`src/rtl/sc_conv_pkg.sv`:
```
package sc_conv_pkg;
  localparam int unsigned BYTE_W  = 8;
  localparam int unsigned FRAME_W = BYTE_W + 1;

  typedef struct packed {
    logic msb_first;
    logic inv;
    logic odd;
  } conv_cfg_t;
endpackage

```
`src/rtl/sc_bit_order.sv`:
```
module sc_bit_order #(
  parameter int unsigned W = 8
) (
  input  logic         rev,
  input  logic [W-1:0] din,
  output logic [W-1:0] dout
);
  logic [W-1:0] flip;

  for (genvar i = 0; i < W; i++) begin : g_flip
    assign flip[i] = din[W-1-i];
  end

  assign dout = rev ? flip : din;
endmodule

```
`src/rtl/sc_tx_ser.sv`:
```
module sc_tx_ser
  import sc_conv_pkg::*;
#(
  parameter int unsigned W = BYTE_W
) (
  input  logic         clk,
  input  logic         rst_n,
  input  conv_cfg_t    cfg,
  input  logic         bit_en,
  input  logic         tx_valid,
  output logic         tx_ready,
  input  logic [W-1:0] tx_data,
  output logic         tx_line
);
  localparam int unsigned FW    = W + 1;
  localparam int unsigned CNT_W = $clog2(FW + 1);

  logic             busy;
  logic [CNT_W-1:0] idx;
  logic [FW-1:0]    frame;
  logic [W-1:0]     ordered;

  sc_bit_order #(.W(W)) u_order (
    .rev  (cfg.msb_first),
    .din  (tx_data),
    .dout (ordered)
  );

  assign tx_ready = !busy;

  always_ff @(posedge clk or negedge rst_n) begin
    if (!rst_n) begin
      busy    <= 1'b0;
      idx     <= '0;
      frame   <= '0;
      tx_line <= 1'b1;
    end else if (!busy) begin
      if (tx_valid) begin
        busy  <= 1'b1;
        idx   <= '0;
        frame <= {(^tx_data) ^ cfg.odd, ordered ^ {W{cfg.inv}}};
      end
    end else if (bit_en) begin
      if (idx == CNT_W'(FW)) begin
        tx_line <= 1'b1;
        busy    <= 1'b0;
        idx     <= '0;
      end else begin
        tx_line <= frame[idx];
        idx     <= idx + 1'b1;
      end
    end
  end

  assert_idle_high_R1 : assert property (@(posedge clk) disable iff (!rst_n)
    !busy |-> tx_line);
  assert_accept_R2 : assert property (@(posedge clk) disable iff (!rst_n)
    (tx_valid && tx_ready) |=> !tx_ready);
  assert_hold_line_R6 : assert property (@(posedge clk) disable iff (!rst_n)
    !bit_en |=> $stable(tx_line));
  assert_count_range_R6 : assert property (@(posedge clk) disable iff (!rst_n)
    idx <= CNT_W'(FW));
endmodule

```
`src/rtl/sc_rx_des.sv`:
```
module sc_rx_des
  import sc_conv_pkg::*;
#(
  parameter int unsigned W = BYTE_W
) (
  input  logic         clk,
  input  logic         rst_n,
  input  conv_cfg_t    cfg,
  input  logic         bit_en,
  input  logic         rx_start,
  input  logic         rx_line,
  output logic         rx_valid,
  input  logic         rx_ready,
  output logic [W-1:0] rx_data,
  output logic         rx_perr
);
  localparam int unsigned CNT_W = $clog2(W + 1);
  localparam int unsigned IW    = (W > 1) ? $clog2(W) : 1;

  logic             rcv;
  logic [CNT_W-1:0] idx;
  conv_cfg_t        cfg_q;
  logic [W-1:0]     levels;
  logic [W-1:0]     dec;

  sc_bit_order #(.W(W)) u_order (
    .rev  (cfg_q.msb_first),
    .din  (levels ^ {W{cfg_q.inv}}),
    .dout (dec)
  );

  always_ff @(posedge clk or negedge rst_n) begin
    if (!rst_n) begin
      rcv      <= 1'b0;
      idx      <= '0;
      cfg_q    <= '0;
      levels   <= '0;
      rx_valid <= 1'b0;
      rx_data  <= '0;
      rx_perr  <= 1'b0;
    end else begin
      if (rx_valid && rx_ready) begin
        rx_valid <= 1'b0;
        rx_perr  <= 1'b0;
      end
      if (!rcv) begin
        if (rx_start && !rx_valid) begin
          rcv   <= 1'b1;
          idx   <= '0;
          cfg_q <= cfg;
        end
      end else if (bit_en) begin
        if (idx == CNT_W'(W)) begin
          rcv      <= 1'b0;
          rx_valid <= 1'b1;
          rx_data  <= dec;
          rx_perr  <= (^dec) ^ rx_line ^ cfg_q.odd;
        end else begin
          levels[idx[IW-1:0]] <= rx_line;
          idx                 <= idx + 1'b1;
        end
      end
    end
  end

  assert_perr_with_valid_R9 : assert property (@(posedge clk) disable iff (!rst_n)
    rx_perr |-> rx_valid);
  assert_hold_result_R10 : assert property (@(posedge clk) disable iff (!rst_n)
    (rx_valid && !rx_ready) |=> (rx_valid && $stable(rx_data) && $stable(rx_perr)));
  assert_no_rearm_R10 : assert property (@(posedge clk) disable iff (!rst_n)
    rx_valid |-> !rcv);
  assert_count_range_R8 : assert property (@(posedge clk) disable iff (!rst_n)
    idx <= CNT_W'(W));
endmodule

```
`src/rtl/sc_conv_codec.sv`:
```
module sc_conv_codec
  import sc_conv_pkg::*;
#(
  parameter int unsigned W = BYTE_W
) (
  input  logic         clk,
  input  logic         rst_n,
  input  logic         order_msb,
  input  logic         data_inv,
  input  logic         parity_odd,
  input  logic         bit_en,
  input  logic         tx_valid,
  output logic         tx_ready,
  input  logic [W-1:0] tx_data,
  output logic         tx_line,
  input  logic         rx_start,
  input  logic         rx_line,
  output logic         rx_valid,
  input  logic         rx_ready,
  output logic [W-1:0] rx_data,
  output logic         rx_perr
);
  conv_cfg_t cfg;

  assign cfg = '{msb_first: order_msb, inv: data_inv, odd: parity_odd};

  sc_tx_ser #(.W(W)) u_tx (
    .clk      (clk),
    .rst_n    (rst_n),
    .cfg      (cfg),
    .bit_en   (bit_en),
    .tx_valid (tx_valid),
    .tx_ready (tx_ready),
    .tx_data  (tx_data),
    .tx_line  (tx_line)
  );

  sc_rx_des #(.W(W)) u_rx (
    .clk      (clk),
    .rst_n    (rst_n),
    .cfg      (cfg),
    .bit_en   (bit_en),
    .rx_start (rx_start),
    .rx_line  (rx_line),
    .rx_valid (rx_valid),
    .rx_ready (rx_ready),
    .rx_data  (rx_data),
    .rx_perr  (rx_perr)
  );
endmodule

```
`config.mk`:
```
export PLATFORM = sky130hd
export DESIGN_NAME = sc_conv_codec
export DESIGN_NICKNAME = d
export VERILOG_FILES = /design/src/rtl/sc_conv_pkg.sv /design/src/rtl/sc_bit_order.sv /design/src/rtl/sc_tx_ser.sv /design/src/rtl/sc_rx_des.sv /design/src/rtl/sc_conv_codec.sv
export SDC_FILE = /design/constraint.sdc
export NUM_CORES = 1
export LEC_CHECK = 0
export ABC_AREA = 1
export BUFFER_PORTS_ARGS = -buffer_cell sky130_fd_sc_hd__buf_2
export CORE_UTILIZATION = 40
export CTS_CLUSTER_SIZE = 40
export DETAILED_ROUTE_END_ITERATION = 10
export GPL_ROUTABILITY_DRIVEN = 1
export GPL_TIMING_DRIVEN = 1
export SYNTH_ARGS = -nofsm -noshare
export SYNTH_HDL_FRONTEND = slang
export SYNTH_SLANG_ARGS = --single-unit
```
`constraint.sdc`:
```
create_clock -name clk -period 1.33 [get_ports clk]
set_input_delay 0.0665 -clock clk [delete_from_list [all_inputs] [get_ports clk]]
set_output_delay 0.0665 -clock clk [all_outputs]
set_load 0.05 [all_outputs]
```
=== Yosys cells after proc, flatten, opt, wreduce, memory -nomap -nowiden ===
Cells that the tools add are included.

* Bits in registers: 41
* Bits in latches: 0
* Bits in writable memories: 0
* Bits in read-only memories: 0
* Input bits: 18
* Output and inout bits: 12
* Logic and storage cells: 79
* Memories kept: 0

* Add/subtract/negate cells: 2
* $mul: 0
* Divide/modulo/power cells: 0
* $lt $le $gt $ge: 3
* Eq/ne operators: 5
* Shift operators: 0
* Mux-type cells: 32
* Bitwise logic cells: 8
* Reduce and logical (&&, ||, !) cells: 16

{| class="wikitable"
|+ Operators with widths
! kind !! count
|-
| $mux 4 || 8
|-
| $mux 1 || 19
|-
| $mux 8 || 2
|-
| $reduce_xor 8->1 || 2
|-
| $xor 8x8->8 || 2
|-
| $reduce_and 3->1 || 3
|-
| $add 4x1->4 const B || 2
|-
| $bwmux 8 || 1
|-
| $eq 4x4->1 const B || 2
|-
| $reduce_and 2->1 || 4
|-
| $ne 2x2->1 const B || 3
|-
| $lt 4x5->1 const B || 1
|-
| $bmux 1 s4 || 1
|-
| $lt 3x4->1 const B || 1
|-
| $reduce_bool 2->1 || 2
|-
| $demux 1 s3 || 1
|-
| $ge 3x1->1 const B || 1
|-
| $logic_and 1x1->1 || 3
|-
| $not 1->1 || 3
|-
| $xor 1x1->1 || 3
|-
| $logic_not 1->1 || 2
|}

=== Logic depth before layout (Yosys ltp) ===
* Word-level depth: 8
* Gate-level depth with buffers: 15
* Gate-level depth less buffers: 14

=== Modules after synthesis ===
From an unflattened synthesis, not the netlist that was laid out.

* Cells, all modules: 338
* Area total of the unflattened synthesis: 2489.9 um^2

{| class="wikitable"
|+ By module, submodules not included
! module !! times used !! cells an instance !! area an instance (um^2) !! sequential area each (um^2)
|-
| sc_rx_des || 1 || 168 || 1353.8 || 650.6
|-
| sc_tx_ser || 1 || 118 || 925.9 || 376.6
|-
| sc_bit_order || 2 || 26 || 105.1 || 0.0
|}

=== Worst setup path before layout ===
Ideal clock, no wire load.

* Path type: reg-to-reg
* Start point: register u_rx.rx_valid
* End point: register u_rx.idx[3]
* Library setup time: 132 ps
* Data arrival time: 1417 ps
* Data required time: 1198 ps
* Slack: -219 ps
* Cell stages (with the launch flop): 9
* Path buffers: 0
* Clock period less this slack: 1549 ps
* Cells stage by stage: dfrtp_1 inv_1 nand2_1 nor2_1 inv_1 nand2_1 nand2_1 xor2_1 nor2_1

* Longest elaborated chain between the ends: 4

{| class="wikitable"
|+ Ends and longest elaborated chain
! element !! line !! text
|-
| start, declared || sc_rx_des.sv:12 || <nowiki>output logic rx_valid,</nowiki>
|-
| start signal, assigned || sc_rx_des.sv:38 || <nowiki>rx_valid <= 1'b0;</nowiki>
|-
| start signal, assigned || sc_rx_des.sv:43 || <nowiki>rx_valid <= 1'b0;</nowiki>
|-
| start signal, assigned || sc_rx_des.sv:55 || <nowiki>rx_valid <= 1'b1;</nowiki>
|-
| $logic_not 1->1 || sc_rx_des.sv:47 || <nowiki>if (rx_start && !rx_valid) begin</nowiki>
|-
| $logic_and 1x1->1 || sc_rx_des.sv:47 ||
|-
| $reduce_bool 2->1 (no source line) || - ||
|-
| $reduce_and 3->1 (no source line) || - ||
|-
| end signal, assigned || sc_rx_des.sv:60 || <nowiki>idx <= idx + 1'b1;</nowiki>
|-
| end, declared || sc_rx_des.sv:21 || <nowiki>logic [CNT_W-1:0] idx;</nowiki>
|}

Every way passes these cells.
A chain may end at the register's enable or synchronous reset.

=== Worst setup path after layout ===
* Start point: register u_rx.cfg_q[1] (netlist name)
* End point: register u_rx.rx_perr

* Longest elaborated chain between the ends: 8

{| class="wikitable"
|+ Ends and longest elaborated chain
! element !! line !! text
|-
| start, declared || sc_rx_des.sv:22 || <nowiki>conv_cfg_t cfg_q;</nowiki>
|-
| start signal, assigned || sc_rx_des.sv:50 || <nowiki>cfg_q <= cfg;</nowiki>
|-
| $xor 8x8->8 || sc_rx_des.sv:28 || <nowiki>.din (levels ^ {W{cfg_q.inv}}),</nowiki>
|-
| $mux 8 || sc_bit_order.sv:14 || <nowiki>assign dout = rev ? flip : din;</nowiki>
|-
| $reduce_xor 8->1 || sc_rx_des.sv:57 || <nowiki>rx_perr <= (^dec) ^ rx_line ^ cfg_q.odd;</nowiki>
|-
| $xor 1x1->1 (2 in series) || sc_rx_des.sv:57 ||
|-
| $mux 1 || sc_rx_des.sv:53 || <nowiki>if (idx == CNT_W'(W)) begin</nowiki>
|-
| $mux 1 || sc_rx_des.sv:52 || <nowiki>end else if (bit_en) begin</nowiki>
|-
| $mux 1 || sc_rx_des.sv:46 || <nowiki>if (!rcv) begin</nowiki>
|-
| end signal, assigned || sc_rx_des.sv:57 ||
|-
| end, declared || sc_rx_des.sv:15 || <nowiki>output logic rx_perr</nowiki>
|}

Every way passes these cells.

==> impl_metrics.env <==
export IMPL_outcome="complete, but fails checks"
export IMPL_violations="setup timing"
export IMPL_cp_cell_sequence="buf_6 -> nand2_1 -> nand3_1 -> nand2_2 -> nand2_1 -> nand2_2 -> inv_2 -> nand2_2 -> nand3_2 -> nand2_2 -> nand2_1 -> nand3_1 -> nand2_1"
export IMPL_grt_max_degree=19
export IMPL_finalSetupTns_ns=-0.490
export IMPL_finalWirelength_um=5470
export IMPL_path_depth=13
export IMPL_drt_pass1_iterations=4
export IMPL_ys_async_sr_fraction_pct=100
export IMPL_setup_viol=7
export IMPL_rsz0062_at_grt="true"
export IMPL_ant_nets=0
export IMPL_cap_violations=0
export IMPL_p_leak_nw=1.69
export IMPL_synthToLayoutAreaGrowth_pct=33.5
export IMPL_min_period_over_period_pct=115
export IMPL_ir_worst_vdd_mv=1.32
export IMPL_wl_per_cell_um=11.3
export IMPL_post_synth_num_cell_types=28
export IMPL_maxSlewViolCount=0
export IMPL_cpLargestDelayFamily="simple AND/OR/NAND/NOR gates"
export IMPL_critPathArrivalTime_ns=1.71
export IMPL_cp_required_ns=1.51
export IMPL_cts_htree_levels=2
export IMPL_crit_start="u_rx.cfg_q[1]$_DFFE_PN0P_"
export IMPL_endpoint_kind="register"
export IMPL_tightestPinTransition_ns=0.425
export IMPL_clk_pin_slew_ns=0.07
export IMPL_start_util_pct=41.6
export IMPL_hold_viol=0
export IMPL_dp_slack_ns=-0.213
export IMPL_rr_endpoint="u_rx.rx_perr$_DFF_PN0_"
export IMPL_diodes=0
export IMPL_startpoint_type="register"
export IMPL_syn_area_um2=2460
export IMPL_num_vias=2304
export IMPL_rr_worst_depth=13
export IMPL_worstHoldStart="parity_odd"
export IMPL_grt_usage_pct=17.5
export IMPL_fin_crit_ns=1.53
export IMPL_dr_first_iter_drc_count=98
export IMPL_synth_ff_type="dfrtp_1"
export IMPL_core_area_um2=5920
export IMPL_crit_buf_inv=2
export IMPL_endpoint="u_rx.rx_perr$_DFF_PN0_"
export IMPL_root_buffer="clkbuf_8"
export IMPL_layout_commonest_cell="nand2_1"
export IMPL_ys_seq_area_share_pct=41.7
export IMPL_clock_latency_ns=0.29
export IMPL_cts_tree="built"
export IMPL_rows=28
export IMPL_syn_nets=361
export IMPL_cp_max_fo=6
export IMPL_num_io_pins=30
export IMPL_fmax_mhz=651
export IMPL_numCtsBuffers=5
export IMPL_relSlewSlack_pct=71.7
export IMPL_cp_slowest_stage_delay_ns=0.47
export IMPL_setup_ws_ns=-0.205
export IMPL_grt_overflow=0
export IMPL_ys_warn_count=0
export IMPL_die_w_um=80.5
export IMPL_antenna_found_initial=0
export IMPL_fin_worst_skew_ns=0.00440
export IMPL_viasPerCell=4.75
export IMPL_drive_above_1_share_pct=31.2
export IMPL_drcViolationCount=0
export IMPL_whs_ns=0.0130
export IMPL_rrSetupSlack_ns=-0.20
export IMPL_cts_max_path_buffers=2
export IMPL_die_area_um2=6480
export IMPL_hold_path_class="input port to register"
export IMPL_syn_avg_cell_area_um2=7.27
export IMPL_grt_pass1_wl_um=8810
export IMPL_dpl_hpwl_um=4040
export IMPL_path_class="register to register"
export IMPL_grt_pass1_vias=1998
export IMPL_cp_slowest_cell="dfrtp_2"
export IMPL_clock_sinks=41
export IMPL_netlist_instances=339
export IMPL_nets=432
export IMPL_ys_seq_elements=41
export IMPL_nFillCells=554
export IMPL_rr_startpoint="u_rx.cfg_q[1]$_DFFE_PN0P_"
export IMPL_power_density_nw_per_um2=2580
export IMPL_final_cell_mix="nand2_1 (95), dfrtp_1 (37), inv_1 (32)"
export IMPL_io_buffers=29
export IMPL_synth_edff_count=0
export IMPL_die_y_um=80.5
export IMPL_gp_congestion=0.802
synthesized netlist by cell type, drive strengths merged (3+ instances only):
master | count | share of area [%]
nor3 | 3 | 0.61
dfrtp | 40 | 41
clkbuf | 3 | 0.46
inv | 41 | 6.2
xor2 | 14 | 5.0
nor2 | 19 | 3.2
nand2 | 113 | 18
a21oi | 8 | 1.6
a31oi | 4 | 1.0
o22ai | 4 | 1.0
o21ai | 36 | 7.3
ha | 4 | 2.0
nand3 | 32 | 6.7
buf | 5 | 1.4
xnor2 | 5 | 1.8
registers in the layout (all words and copies together) (netlist names):
signal,cells
u_tx.frame,9
u_rx.levels,8
u_rx.rx_data,8
u_rx.idx,4
u_tx.idx,4
u_rx.cfg_q,3
u_rx.rcv,1
u_rx.rx_perr,1
u_rx.rx_valid,1
u_tx.busy,1
u_tx.tx_line,1
repair_timing:
item,4_1_cts,5_1_grt
buffers inserted,4,6
endpoints found under the setup margin,10,22
resized for setup,8,44
hold endpoints to repair,16,0
pin swaps,7,16
hold buffers,2,0
cloned,0,2
metal layers:
layer  GRT usage (%)  routed length, um  up-vias
met2            27.1               2480       35
li1                -                  -     1220
met4            4.82                 25        0
met1            24.2               2790     1047
met3            3.98                170        2
met5               0                  0        -
stage by stage:
stage	instances	cell area (um2)	power (mW)	utilization [%]
after floorplan	339	2530	5.58	-
after global placement	464	2940	6.91	49.7
after detailed placement	464	2940	6.99	49.7
after CTS	477	3110	7.97	52.5
after global routing	485	3290	9.35	55.6
final	485	3290	8.50	55.6
cell type report:
class | instances | area, um2 | area share [%]
clock buffers | 7 | 86.3 | 2.62
flip-flops and latches | 41 | 1030 | 31.3
inverters | 42 | 168 | 5.10
repair inverters | 1 | 7.51 | 0.228
repair buffers | 71 | 508 | 15.4
multi-input cells | 248 | 1400 | 42.4
well taps | 75 | 93.8 | 2.85
worst min path at each step:
stage | endpoint | slack [ns] | cells past startpoint
final | u_rx.cfg_q[0]$_DFFE_PN0P_ | 0.01 | 3
after global routing | u_rx.cfg_q[0]$_DFFE_PN0P_ | 0.01 | 3
after CTS | u_rx.cfg_q[0]$_DFFE_PN0P_ | 0.008 | 3
after detailed placement | u_rx.cfg_q[2]$_DFFE_PN0P_ | 0.03 | 1
after global placement | u_rx.cfg_q[2]$_DFFE_PN0P_ | 0.03 | 1
after floorplan | u_rx.cfg_q[0]$_DFFE_PN0P_ | -0.23 | 0
worst register-to-register path: stages, from the launching register on:
cell and delay (ns):
dfrtp_2 0.47, buf_6 0.15, nand2_1 0.08, nand3_1 0.09
nand2_2 0.08, nand2_1 0.06, nand2_2 0.09, inv_2 0.05
nand2_2 0.05, nand3_2 0.07, nand2_2 0.08, nand2_1 0.05
nand3_1 0.05, nand2_1 0.05
report_power, final:
group | switching (mW) | total [mW] | internal [mW]
sequential | 0.437 | 2.27 | 1.83
clock | 0.399 | 0.811 | 0.412
combinational | 3.20 | 5.42 | 2.23
total | 4.03 | 8.50 | 4.47
kinds of logic (layout without fill, tap and decap cells):
logic type / Yosys count / in the layout / share of synthesized area, %
flops: 41 / 41 / 41.7
buf+inv: 50 / 121 / 8.22
compound gates: 55 / 55 / 11.9
mux: 2 / 2 / 0.812
simple gates: 168 / 168 / 28.6
xor+xnor: 19 / 19 / 6.75
fa+ha+maj: 4 / 4 / 2.03
Power figures use the tool's default switching activity.
